===== config.mk =====
export PLATFORM = sky130hd
export DESIGN_NAME = disk_host_regs
export DESIGN_NICKNAME = d
export VERILOG_FILES = /design/src/rtl/disk_host_pkg.sv /design/src/rtl/disk_host_decode.sv /design/src/rtl/disk_host_ptr.sv /design/src/rtl/disk_host_result.sv /design/src/rtl/disk_host_regs.sv
export SDC_FILE = /design/constraint.sdc
export NUM_CORES = 1
export LEC_CHECK = 0
export BUFFER_PORTS_ARGS = -buffer_cell sky130_fd_sc_hd__buf_4
export CORE_ASPECT_RATIO = 0.8
export CORE_MARGIN = 2
export CORE_UTILIZATION = 30
export DETAILED_ROUTE_END_ITERATION = 7
export PLACE_DENSITY = 0.58
export SYNTH_ARGS = -nofsm -noshare
export SYNTH_HDL_FRONTEND = slang
export SYNTH_SLANG_ARGS = --single-unit

===== constraint.sdc =====
create_clock -name clk_i -period 2.8 [get_ports clk_i]
set_input_delay 0.28 -clock clk_i [delete_from_list [all_inputs] [get_ports clk_i]]
set_output_delay 0.28 -clock clk_i [all_outputs]
set_load 0.1 [all_outputs]

===== src/rtl/disk_host_pkg.sv =====
package disk_host_pkg;
  localparam int OFS_W = 3;

  localparam logic [OFS_W-1:0] OFS_STATUS = 3'd0;
  localparam logic [OFS_W-1:0] OFS_RTYPE  = 3'd1;  // read: result type, write: ptr low
  localparam logic [OFS_W-1:0] OFS_PTR_HI = 3'd2;
  localparam logic [OFS_W-1:0] OFS_RESULT = 3'd3;
  localparam logic [OFS_W-1:0] OFS_SRST   = 3'd7;

  localparam logic [1:0] RT_ERROR = 2'b00;
  localparam logic [1:0] RT_READY = 2'b10;

  function automatic logic [7:0] ready_byte(input logic [3:0] r);
    return {r[1], r[0], r[3], r[2], 4'b0000};
  endfunction

  function automatic logic [7:0] status_byte(input logic [3:0] r, input logic irq);
    return {1'b0, r[3], r[2], 1'b1, 1'b1, irq, r[1], r[0]};
  endfunction
endpackage


===== src/rtl/disk_host_decode.sv =====
module disk_host_decode
  import disk_host_pkg::*;
#(
  parameter int ADDR_W    = 8,
  parameter int BASE_PORT = 'h78,
  parameter int MIRROR    = 16,
  parameter int NUM_WIN   = 2
) (
  input  logic [ADDR_W-1:0] addr_i,
  output logic              hit_o,
  output logic [OFS_W-1:0]  ofs_o
);
  logic [NUM_WIN-1:0] win_hit;

  for (genvar w = 0; w < NUM_WIN; w++) begin : g_win
    localparam logic [ADDR_W-1:0] WIN_BASE = ADDR_W'(BASE_PORT + w * MIRROR);
    assign win_hit[w] = addr_i[ADDR_W-1:OFS_W] == WIN_BASE[ADDR_W-1:OFS_W];
  end

  assign hit_o = |win_hit;
  assign ofs_o = addr_i[OFS_W-1:0];
endmodule


===== src/rtl/disk_host_ptr.sv =====
module disk_host_ptr #(
  parameter int DATA_W = 8,
  localparam int PTR_W = 2 * DATA_W
) (
  input  logic              clk_i,
  input  logic              rst_ni,
  input  logic              lo_wr_i,
  input  logic              hi_wr_i,
  input  logic [DATA_W-1:0] wdata_i,
  input  logic              busy_i,
  output logic [PTR_W-1:0]  ptr_o,
  output logic              start_o
);
  logic [PTR_W-1:0] ptr_q;
  logic             start_q;

  always_ff @(posedge clk_i or negedge rst_ni) begin
    if (!rst_ni) begin
      ptr_q   <= '0;
      start_q <= 1'b0;
    end else begin
      start_q <= hi_wr_i && !busy_i;
      if (lo_wr_i)
        ptr_q <= {{DATA_W{1'b0}}, wdata_i};
      else if (hi_wr_i)
        ptr_q[PTR_W-1:DATA_W] <= ptr_q[PTR_W-1:DATA_W] | wdata_i;
    end
  end

  assign ptr_o   = ptr_q;
  assign start_o = start_q;
endmodule


===== src/rtl/disk_host_result.sv =====
module disk_host_result
  import disk_host_pkg::*;
#(
  parameter int DATA_W  = 8,
  parameter int NUM_DRV = 4
) (
  input  logic               clk_i,
  input  logic               rst_ni,
  input  logic               soft_rst_i,
  input  logic               rtype_rd_i,
  input  logic               done_i,
  input  logic               done_err_i,
  input  logic [DATA_W-1:0]  err_code_i,
  input  logic [NUM_DRV-1:0] drv_rdy_i,
  output logic               irq_o,
  output logic [1:0]         rtype_o,
  output logic [DATA_W-1:0]  err_byte_o,
  output logic [NUM_DRV-1:0] rdy_o,
  output logic               rdy_chg_o
);
  logic               irq_q, chg_q;
  logic [1:0]         rtype_q;
  logic [DATA_W-1:0]  err_q;
  logic [NUM_DRV-1:0] rdy_q;

  always_ff @(posedge clk_i or negedge rst_ni) begin
    if (!rst_ni) begin
      irq_q   <= 1'b0;
      chg_q   <= 1'b0;
      rtype_q <= RT_READY;
      err_q   <= '0;
      rdy_q   <= '0;
    end else if (soft_rst_i) begin
      irq_q   <= 1'b0;
      chg_q   <= 1'b0;
      rtype_q <= RT_READY;
      rdy_q   <= drv_rdy_i;
    end else begin
      rdy_q <= drv_rdy_i;
      if (drv_rdy_i != rdy_q) chg_q <= 1'b1;
      if (done_i) begin
        irq_q <= 1'b1;
        if (done_err_i) begin
          rtype_q <= RT_ERROR;
          err_q   <= err_code_i;
        end else begin
          rtype_q <= RT_READY;
        end
      end else if (rtype_rd_i) begin
        irq_q <= 1'b0;
      end
    end
  end

  assign irq_o      = irq_q;
  assign rtype_o    = rtype_q;
  assign err_byte_o = err_q;
  assign rdy_o      = rdy_q;
  assign rdy_chg_o  = chg_q;
endmodule


===== src/rtl/disk_host_regs.sv =====
module disk_host_regs
  import disk_host_pkg::*;
#(
  parameter int ADDR_W    = 8,
  parameter int DATA_W    = 8,
  parameter int NUM_DRV   = 4,
  parameter int BASE_PORT = 'h78,
  parameter int MIRROR    = 16
) (
  input  logic                  clk_i,
  input  logic                  rst_ni,
  input  logic [ADDR_W-1:0]     addr_i,
  input  logic                  rd_i,
  input  logic                  wr_i,
  input  logic [DATA_W-1:0]     wdata_i,
  output logic [DATA_W-1:0]     rdata_o,
  input  logic [NUM_DRV-1:0]    drv_rdy_i,
  input  logic                  busy_i,
  input  logic                  done_i,
  input  logic                  done_err_i,
  input  logic [DATA_W-1:0]     err_code_i,
  output logic                  start_o,
  output logic [2*DATA_W-1:0]   ptr_o,
  output logic                  irq_o
);
  logic               hit;
  logic [OFS_W-1:0]   ofs;
  logic               irq, chg;
  logic [1:0]         rtype;
  logic [DATA_W-1:0]  err_byte;
  logic [NUM_DRV-1:0] rdy;

  disk_host_decode #(
    .ADDR_W(ADDR_W), .BASE_PORT(BASE_PORT), .MIRROR(MIRROR), .NUM_WIN(2)
  ) u_dec (
    .addr_i(addr_i), .hit_o(hit), .ofs_o(ofs)
  );

  disk_host_ptr #(.DATA_W(DATA_W)) u_ptr (
    .clk_i(clk_i), .rst_ni(rst_ni),
    .lo_wr_i(wr_i && hit && ofs == OFS_RTYPE),
    .hi_wr_i(wr_i && hit && ofs == OFS_PTR_HI),
    .wdata_i(wdata_i), .busy_i(busy_i),
    .ptr_o(ptr_o), .start_o(start_o)
  );

  disk_host_result #(.DATA_W(DATA_W), .NUM_DRV(NUM_DRV)) u_res (
    .clk_i(clk_i), .rst_ni(rst_ni),
    .soft_rst_i(wr_i && hit && ofs == OFS_SRST),
    .rtype_rd_i(rd_i && hit && ofs == OFS_RTYPE),
    .done_i(done_i), .done_err_i(done_err_i), .err_code_i(err_code_i),
    .drv_rdy_i(drv_rdy_i),
    .irq_o(irq), .rtype_o(rtype), .err_byte_o(err_byte),
    .rdy_o(rdy), .rdy_chg_o(chg)
  );

  always_comb begin
    rdata_o = '0;
    if (rd_i && hit) begin
      unique case (ofs)
        OFS_STATUS: rdata_o = DATA_W'(status_byte(rdy, irq));
        OFS_RTYPE:  rdata_o = DATA_W'(rtype);
        OFS_RESULT: begin
          if (rtype == RT_ERROR) rdata_o = err_byte;
          else if (chg)          rdata_o = DATA_W'(ready_byte(rdy));
        end
        default:    rdata_o = '0;
      endcase
    end
  end

  assign irq_o = irq;
endmodule


Word level (Yosys, flattened, before mapping)

Cells that the tools add are included.

Register bits: 33
Memories kept: 0
Memory bits (writable): 0
Latch bits: 0
Memory bits (read-only): 0
Input bits: 35
Output and inout bits: 26

Mux-type cells: 14
Div/mod/pow operators: 0
Shift-type cells: 0
Eq/ne operators: 7
Order comparisons: 0
$add $sub $neg: 0
Reductions and logical operators: 16
Bitwise gates (word level): 2
$mul: 0

Operators with widths:

| kind                                           | number |
|---|---|
| two-way mux 8 bit                              | 5 |
| case mux 8 bit (3 select lines)                | 1 |
| OR 8 bit                                       | 1 |
| logical AND 1 bit                              | 7 |
| == test 3 x 2 -> 1 bit (second input constant) | 2 |
| two-way mux 2 bit                              | 3 |
| nonzero test 2 bit                             | 3 |
| == test 5 x 4 -> 1 bit (second input constant) | 1 |
| == test 5 bit (second input constant)          | 1 |
| two-way mux 1 bit                              | 5 |
| inequality test 4 bit                          | 1 |
| == test 3 x 1 -> 1 bit (second input constant) | 1 |
| == test 3 bit (second input constant)          | 1 |
| zero test 3 bit                                | 1 |
| AND reduction 3 bit                            | 1 |
| nonzero test 3 bit                             | 1 |
| zero test 2 bit                                | 1 |
| OR reduction 2 bit                             | 1 |
| zero test 1 bit                                | 1 |
| inverter 1 bit                                 | 1 |

Depth between registers and ports, before layout

Gate-level depths: netlist of run 1.

Depth in word-level cells: 7
Depth in mapped cells: 5
Gate-level depth less buffers: 4

By module

Synthesis of run 1 repeated with hierarchy kept, for this count alone.

Cells, all modules: 137
Area, all modules: 1567.8 um^2

By module, submodules not included:

| module           | cells each | times used | area each (um^2) |
|---|---|---|---|
| disk_host_ptr    | 45         | 1          | 629.4 |
| disk_host_result | 39         | 1          | 600.6 |
| disk_host_regs   | 47         | 1          | 289.0 |
| disk_host_decode | 6          | 1          | 48.8 |

Worst setup path after synthesis of run 1

Ideal clock, no wire load.

Path kind: input port to output port
From: input port addr_i[5]
To: output port rdata_o[5]
Required time: 2520 ps
Slack: -879 ps
Path buffers: 1
Stages on the path: 5
Arrival time: 3399 ps
Path through: nor4b_4 -> nor2_1 -> or3_1 -> buf_2 -> a211oi_1

Cells in the longest elaborated chain, start to end: 4

RTL lines:

| item                                                           | line                   | text |
|---|---|---|
| start: declaration                                             | disk_host_regs.sv:12   | `input logic [ADDR_W-1:0] addr_i,` |
| == test 5 x 4 -> 1 bit / == test 5 bit (equally long branches) | disk_host_decode.sv:17 | `assign win_hit[w] = addr_i[ADDR_W-1:OFS_W] == WIN_BASE[ADDR_W-1:OFS_W];` |
| OR reduction 2 bit *                                           | disk_host_decode.sv:20 | `assign hit_o = \|win_hit;` |
| logical AND 1 bit *                                            | disk_host_regs.sv:59   | `if (rd_i && hit) begin` |
| two-way mux 8 bit *                                            | disk_host_regs.sv:59   |  |
| end: declaration                                               | disk_host_regs.sv:16   | `output logic [DATA_W-1:0] rdata_o,` |

Mark *: on every way between the ends. The rest lies on a longest branch, timed or not.

Final worst setup path of run 1

From: input port addr_i[5]
To: output port rdata_o[7]

Same word-level chain as after synthesis.

==> results.yml, run 1 <==
run_status:
  status: "completed"
logic_synthesis:
  syn-num-nets: 171
  ys_seq_elements: 32
  syn-cell-area_mm2: 0.00152
  synth.distinct_cells: 37
  ys_warn_count: 0
  seq_area_frac_synth_pct: 52.8
  synthCells: 136
  avgSynthCellArea_um2: 11.2
placed_design:
  io_buffers: 60
  gp_congestion: 0.732
  dp_hpwl_um: 2810
floorplan:
  rows: 23
  die_w_um: 83.6
  initial_core_util_pct: 30.7
  ios: 61
  die-area_mm2: 0.00565
  core_area_mm2: 0.00495
  die_h_um: 67.6
cts:
  cts_root_buf: "clkbuf_8"
  cts.sinks: 32
  clk_pin_slew_ns: 0.07
  h-tree-depth: 2
  cts_tree: "done"
  numCtsBuffers: 5
  clk_path_buf_depth: 2
  cts_resized: 0
  clock_latency_ns: 0.28
setup_path:
  critPathCaptureType: "output port"
  cp-start-kind: "input pin"
  worst-setup-path-type: "in2out"
  timing.rr.start: "u_res.rdy_o[0]"
  r2r_slack_ns: 1.88
  worstPathRequired_ns: 2.52
  crit_fanout: 8
  crit_arrival_ns: 1.91
  rr_endpoint: "u_res.rdy_chg_o"
  reg2reg_depth: 3
grt:
  grt_pass1_wl_um: 5810
  grt-ovfl-total: 0
  grtUsageTotal_pct: 13.2
  grt_max_degree: 33
  antenna_found_initial: 0
  grt_pass1_vias: 1222
sta:
  hold_ws_ns: 0.121
  hold_viol: 0
  fin_crit_ns: 2.19
  fmax_mhz: 457
  rsz0062_at_grt: "no"
  finalSetupViolCount: 0
  worstMarginPinSlew_ns: 0.758
  finalClockSkew_ns: 0.000249
  final-max-slew-violation-count: 0
  setup_tns_ns: 0
  max_slew_margin_pct: 48.9
  finalCritPeriodShare_pct: 78.1
route:
  final_antenna_net_count: 0
  routed_via_density: 4.82
  drtIter0Drc: 31
  wirelength_um: 3700
  post_drt_wl_per_cell_um: 14.2
  post-route-drc-count: 0
  dr.pass1.iters: 4
  dr_total_vias: 1257
power_and_ir_drop:
  power.density_mw_per_mm2: 609
  total_power_uw: 1290
  p_leak_uw: 0.00100
  vdd_drop_max_uv: 284
flow_run:
  max-cap-violations: 0
min_path:
  hold_depth: 1
  hold_end: "u_res.rdy_o[0]"
  hp-class: "in2reg"
  hp-start: "drv_rdy_i[0]"
finish:
  fin_nets: 233
  area_delta_synth_final_pct: 39.7
  final_util_pct: 42.9
  antennaDiodeCount: 0
  drive_above_1_share_pct: 45.2
placed cells by master, fill, tap and decap left out, types with 2 or more instances in the layout:
cell type  netlist  final
a21oi_1          3      3
a211oi_1         2      2
o31ai_1          2      2
nor2_1          11     11
dfrtp_1         31     31
mux2_2          16     16
or3_1            2      2
nand3_1          2      2
clkbuf_8         0      5
a22oi_1          4      4
xnor2_1          3      3
o21ai_0         17     17
nor3_1           3      3
nand4_1          2      2
buf_4            0     60
inv_1            5      5
nand2_1          9      9
cell usage after synthesis (all sizes together):
cell type	n	share of area (%)
inv	5	1.2
nand4	2	0.82
a211oi	2	0.99
buf	4	2.1
or3	2	0.82
a41oi	1	0.58
o211ai	1	0.82
nor2b	1	0.41
o21ai	17	5.6
nor3	3	0.99
a21oi	3	0.99
and2	1	0.41
mux2i	1	0.66
o31ai	2	0.99
nand2	9	2.2
a31oi	1	0.41
nor4b	2	2.1
dfrtp	31	51
and3	1	0.41
nand2b	1	0.41
o2111a	1	0.74
nand3	2	0.66
dfstp	1	1.7
nor2	13	3.9
and4b	2	1.4
clkbuf	1	0.33
a22oi	4	2.0
nor4	1	0.41
dlygate4sd1	1	0.58
mux2	16	12
xor2	1	0.58
xnor2	3	1.7
metrics by stage:
stage / worst slack [ns] / cell area [um2] / instances
2_1_floorplan: -0.879 / 1520 / 136
5_1_grt: 0.515 / 2120 / 261
6_report: 0.612 / 2120 / 261
3_3_place_gp: 0.636 / 2000 / 252
3_5_place_dp: 0.599 / 2000 / 252
4_1_cts: 0.596 / 2120 / 261
state kept, by name (all words and copies together) (netlist names):
| name | count |
|---|---|
| u_res.irq_o | 1 |
| u_ptr.ptr_o | 16 |
| u_res.err_byte_o | 8 |
| u_res.rdy_chg_o | 1 |
| u_res.rdy_o | 4 |
| u_res.rtype_o | 1 |
| u_ptr.start_o | 1 |
report_power, final:
| group | total [uW] | internal (uW) | switching (uW) |
|---|---|---|---|
| Clock | 438 | 263 | 175 |
| Sequential | 530 | 505 | 24.8 |
| Combinational | 323 | 100 | 223 |
what timing repair did:
item / in CTS / in global routing
hold buffers: 1 / 0
buffers inserted: 0 / 0
setup endpoints to repair: 0 / 0
hold endpoints to repair: 31 / 0
logic make-up after synthesis:
logic type | after synthesis | synth area share, %
compound gates | 32 | 13.1
xor+xnor | 4 | 2.31
buf+inv | 11 | 4.28
flops | 32 | 52.8
mux | 17 | 12.5
simple gates | 40 | 15.0
worst max path at each step:
stage | start | to | cells past startpoint
after global routing | addr_i[5] | rdata_o[7] | 6
final | addr_i[5] | rdata_o[7] | 6
after floorplan | addr_i[5] | rdata_o[5] | 5
after detailed placement | addr_i[5] | rdata_o[7] | 6
after CTS | addr_i[5] | rdata_o[7] | 6
after global placement | addr_i[5] | rdata_o[5] | 6
critical path, stage by stage:
cell and delay, ns:
buf_4 0.12, nor4b_4 0.34, nor2_1 0.10, or3_1 0.49, nor3_1 0.25, buf_4 0.32
routing by layer:
| metal | global-route usage [%] | wire (um) |
|---|---|---|
| met5 | 0 | 0 |
| met3 | 2.69 | 157 |
| met1 | 18.4 | 1780 |
| met2 | 20.8 | 1730 |
| met4 | 4.84 | 32 |
cell type report:
cell class | count | area [um2]
clock buffers | 5 | 68.8
clock inverters | 3 | 42.5
fillers | 504 | 2830
inverters | 5 | 18.8
multi-input cells | 93 | 652
flip-flops and latches | 32 | 802
well taps | 62 | 77.6
repair buffers | 61 | 460
No activity file was read; power rests on OpenSTA's default activity.
==> run 2: changes to the inputs <==
--- a/config.mk
+++ b/config.mk
@@ -10,7 +10,7 @@
 export CORE_MARGIN = 2
 export CORE_UTILIZATION = 30
 export DETAILED_ROUTE_END_ITERATION = 7
-export PLACE_DENSITY = 0.58
+export PLACE_DENSITY = 0.6
 export SYNTH_ARGS = -nofsm -noshare
 export SYNTH_HDL_FRONTEND = slang
 export SYNTH_SLANG_ARGS = --single-unit
==> constraint.sdc (replaced) <==
create_clock -name clk_i -period 1.78 [get_ports clk_i]
set_input_delay 0.178 -clock clk_i [delete_from_list [all_inputs] [get_ports clk_i]]
set_output_delay 0.178 -clock clk_i [all_outputs]
set_load 0.1 [all_outputs]
==> run 2 against run 1 <==
Compared with the run above:
- clock-buffer cell count up 1
- clock skew about the same
- sequential share of layout area down 4.5 points
- die area unchanged
- sequential cell count unchanged
- utilization up 5.8 points
- setup slack worse by 0.59 ns
- wire length up 7.0%
- critical path depth down 1
- first-iteration DRC count up 71%
- sequential power up 58%
- critical path type is now reg2out
- highest routed layer unchanged
==> results.yml, run 2 (same netlist as run 1, synthesis figures left out) <==
run_status:
  status: "completed"
floorplan:
  ios: 61
  die_h_um: 67.6
  core_area_mm2: 0.00495
  die-area_mm2: 0.00565
  die_w_um: 83.6
  rows: 23
  initial_core_util_pct: 30.7
setup_path:
  crit_fanout: 8
  crit_arrival_ns: 1.57
  critPathCaptureType: "output port"
  crit_buf_inv: 2
  crit_path_max_incr_delay_ns: 0.60
  reg2reg_depth: 3
  worstPathRequired_ns: 1.60
  cp.depth: 5
  cp-start-kind: "register"
  cpMaxStageDelayCell: "dfstp_2"
  worst-setup-path-type: "reg2out"
  cp_top_family: "flip-flops"
  crit_chain: "nor2_1 -> buf_4 -> a22oi_2 -> nor2_2 -> buf_8"
route:
  routed_via_density: 4.80
  final_antenna_net_count: 0
  wirelength_um: 3960
  post-route-drc-count: 0
  drtIter0Drc: 53
  post_drt_wl_per_cell_um: 14.4
  dr.pass1.iters: 4
  dr_total_vias: 1319
finish:
  final_cell_mix: "buf_4 (59), dfrtp_1 (31), o21ai_0 (17)"
  nFillCells: 444
  seqCellArea_um2: 802
  final_util_pct: 48.7
  multiInputGateArea_um2: 738
  largest_reg_flops: 16
  final_cells: 275
  drive_above_1_share_pct: 53.5
  area_delta_synth_final_pct: 58.6
  final_common_cell: "buf_4"
  antennaDiodeCount: 0
  final_cell_area_mm2: 0.00241
  fin_nets: 247
grt:
  grt_max_degree: 33
  grt_pass1_vias: 1308
  antenna_found_initial: 0
  grt_pass1_wl_um: 6570
  grt-ovfl-total: 0
  grtUsageTotal_pct: 15.1
placed_design:
  dp_hpwl_um: 2920
  io_buffers: 60
  post-place-cells: 261
  placed_cell_area_mm2: 0.00214
  gp_congestion: 0.746
min_path:
  hold_depth: 1
  hp-class: "in2reg"
sta:
  fin_crit_ns: 1.75
  worstMarginPinSlew_ns: 0.735
  final-max-slew-violation-count: 0
  rsz0062_at_grt: "yes"
  max_slew_margin_pct: 50.5
  fmax_mhz: 570
  finalCritPeriodShare_pct: 98.5
  hold_viol: 0
  setup_tns_ns: 0
  finalSetupViolCount: 0
  finalClockSkew_ns: 0.000160
  hold_ws_ns: 0.0229
cts:
  clk_pin_slew_ns: 0.06
  clk_path_buf_depth: 2
  numCtsBuffers: 5
  h-tree-depth: 2
  cts_root_buf: "clkbuf_8"
  clock_latency_ns: 0.28
  cts.sinks: 32
  cts_tree: "done"
power_and_ir_drop:
  vdd_drop_max_uv: 370
  power.density_mw_per_mm2: 858
  p_leak_uw: 0.00111
flow_run:
  max-cap-violations: 0
## run 2: layout make-up
cell class	instances	area share, %
inverter	5	0.779
clock buffer	6	3.01
sequential	32	33.3
clock inverter	2	1.45
multi-input combinational	93	30.6
timing repair buffer	75	27.6
tap	62	3.22
## run 2: repair_timing
item / 4_1_cts / 5_1_grt
gates resized for setup: 15 / 11
setup endpoints to repair: 8 / 8
pin swaps: 4 / 6
cloned: 0 / 0
endpoints found under the hold margin: 31 / 3
setup buffers: 2 / 0
hold buffers: 1 / 3
## run 2: path summary, 6_finish.rpt
check / start / endpoint / slack, ns
setup / recovery: u_res.rtype_o[1] / rdata_o[0] / 0.03
hold / removal: drv_rdy_i[2] / u_res.rdy_o[2] / 0.02
setup reg to reg: u_res.rdy_o[0] / u_res.rdy_chg_o / 0.82
hold reg to reg: u_res.err_byte_o[7] / u_res.err_byte_o[7] / 0.50
max in group asynchronous: rst_ni / u_res.rtype_o[1] / 1.07
min in group asynchronous: rst_ni / u_ptr.ptr_o[10] / 0.37
## run 2: metal layers
metal / global-route usage [%] / vias up / wire length, um
met5: 0 / - / 0
met4: 6.05 / 0 / 63
met3: 4.28 / 6 / 188
met2: 23.5 / 30 / 1870
met1: 20.2 / 646 / 1840
li1: - / 637 / -
## run 2: worst reg2reg max path: stages, from the launching register on
cell and delay, ns:
dfrtp_1 0.44, xor2_1 0.18, nor2_1 0.09, a41oi_1 0.12
## run 2: power breakdown
group          internal, uW  total [uW]  switching (uW)
Combinational           180         550             370
Clock                   415         680             265
Sequential              795         838            42.6
## run 2: metrics by stage
stage	total power (uW)	setup WS (ns)
floorplan	1210	-0.320
global placement	1370	-0.105
detailed placement	1380	-0.117
CTS	2070	-0.0307
global route	2170	-0.0757
finish	2070	0.0270
==> run 3: changes to the inputs <==
==> constraint.sdc (replaced) <==
create_clock -name clk_i -period 1.6 [get_ports clk_i]
set_input_delay 0.16 -clock clk_i [delete_from_list [all_inputs] [get_ports clk_i]]
set_output_delay 0.16 -clock clk_i [all_outputs]
set_load 0.1 [all_outputs]
==> run 3 against run 2 <==
Compared with the run above:
- the flow now finishes with violations (setup timing)
- clock power is 11% higher
- global-route usage is 0.67 points lower
- final cell count is 0.73% higher
- hold slack better by 0.0066 ns
- cell area is 3.1% higher
- largest cell class unchanged
- largest power group unchanged
==> results.yml, run 3 (same netlist as run 1, synthesis figures left out) <==
run_status:
  status: "complete, but fails checks"
  violations: "setup timing"
route:
  routed_via_density: 4.74
  post-route-drc-count: 0
  drtIter0Drc: 50
  met2WireLength_um: 1860
  wl_met1_um: 1800
  wl_met3_um: 164
  dr.pass1.iters: 4
  dr.max_layer_used: "met4"
  wirelength_um: 3870
  post_drt_wl_per_cell_um: 14.0
  final_antenna_net_count: 0
  dr_total_vias: 1314
floorplan:
  ios: 61
  die-area_mm2: 0.00565
  initial_core_util_pct: 30.7
  rows: 23
  die_h_um: 67.6
  core_area_mm2: 0.00495
  die_w_um: 83.6
min_path:
  hp-class: "in2reg"
grt:
  grtUsageTotal_pct: 14.4
  grt-ovfl-total: 0
  grt_pass1_wl_um: 6440
  grt_max_degree: 33
  antenna_found_initial: 0
  grt_pass1_vias: 1370
sta:
  hold_ws_ns: 0.0296
  setup_ws_ns: -0.193
  finalSetupViolCount: 8
  rsz0062_at_grt: "yes"
  max_slew_margin_pct: 48.3
  finalCritPeriodShare_pct: 112
  final-max-slew-violation-count: 0
  fin_crit_ns: 1.79
  finalClockSkew_ns: 0.000434
  worstMarginPinSlew_ns: 0.767
  hold_viol: 0
  fmax_mhz: 558
power_and_ir_drop:
  p_switching_uw: 758
  swShare_pct: 32.8
  power.density_mw_per_mm2: 930
  vdd_drop_max_uv: 427
  combPwrFrac_pct: 27.1
  p_leak_uw: 0.00112
  pwr-share-clk_pct: 32.8
  p_int_uw: 1550
  seqPwrFrac_pct: 40.1
cts:
  h-tree-depth: 2
  numCtsBuffers: 5
  cts_tree: "done"
  clk_pin_slew_ns: 0.07
  clock_latency_ns: 0.28
  clk_path_buf_depth: 2
  cts_root_buf: "clkbuf_8"
  cts.sinks: 32
finish:
  fin_nets: 249
  seqCellArea_um2: 803
  antennaDiodeCount: 0
  nFillCells: 457
  largest_reg_flops: 16
  final_common_cell: "buf_4"
  drive_above_1_share_pct: 54.9
  final_cell_mix: "buf_4 (60), dfrtp_1 (30), o21ai_0 (17)"
  final_util_pct: 50.2
  multiInputGateArea_um2: 759
  area_delta_synth_final_pct: 63.6
setup_path:
  crit_arrival_ns: 1.63
  cp-start-kind: "register"
  worstPathRequired_ns: 1.44
  crit_path_max_incr_delay_ns: 0.58
  worst-setup-path-type: "reg2out"
  crit_fanout: 5
  critPathCaptureType: "output port"
  crit_buf_inv: 2
  cpMaxStageDelayCell: "dfstp_2"
  cp_top_family: "flip-flops"
  crit_chain: "buf_6 -> nand4_1 -> a211oi_4 -> buf_12"
placed_design:
  io_buffers: 60
  dp_hpwl_um: 2920
  pre_cts_ws_ns: -0.269
  gp_congestion: 0.759
flow_run:
  max-cap-violations: 0
-- run 3: through the flow --
step | instance area (um2) | total power (uW) | TNS, ns | instances
floorplan | 1590 | 1340 | -3.23 | 136
global placement | 2170 | 1540 | -2.70 | 264
detailed placement | 2170 | 1540 | -2.90 | 264
CTS | 2450 | 2320 | -0.889 | 277
global route | 2480 | 2410 | -1.31 | 277
finish | 2480 | 2310 | -0.816 | 277
-- run 3: what timing repair did --
| action | 4_1_cts | 5_1_grt |
|---|---|---|
| setup buffers | 0 | 1 |
| endpoints found under the setup margin | 8 | 8 |
| pin swaps | 5 | 8 |
| hold endpoints to repair | 35 | 0 |
| resized for setup | 30 | 10 |
| hold buffers | 5 | 0 |
-- run 3: final cells by class --
cell class / count / area share (%)
multi-input cells: 93 / 30.6
inverters: 5 / 0.755
clock inverters: 3 / 1.71
well taps: 62 / 3.12
clock buffers: 5 / 2.77
flip-flops and latches: 32 / 32.3
repair buffers: 77 / 28.8
-- run 3: power by group through the flow --
stage                     Combinational (uW)  Clock, uW  Sequential (uW)
after global placement                   599          0              938
after detailed placement                 602          0              939
after CTS                                619        780              925
after floorplan                          151          0             1190
after global routing                     661        812              938
final                                    626        758              928
-- run 3: worst paths after layout --
check / endpoint / slack [ns] / startpoint / cells after the start
worst max-delay path: rdata_o[6] / -0.19 / u_res.rtype_o[1] / 4
min in group asynchronous: u_ptr.ptr_o[13] / 0.36 / rst_ni / 2
max in group asynchronous: u_res.rtype_o[1] / 0.91 / rst_ni / 2
worst min register to register: u_res.err_byte_o[7] / 0.50 / u_res.err_byte_o[7] / 1
worst max register to register: u_res.rdy_chg_o / 0.65 / u_res.rdy_o[0] / 3
worst min-delay path: u_ptr.start_o / 0.03 / busy_i / 2
-- run 3: metal layers --
metal | vias up | GRT usage [%]
li1 | 641 | -
met1 | 639 | 19.2
met2 | 29 | 23.6
met3 | 5 | 2.93
met4 | 0 | 5.44
met5 | - | 0
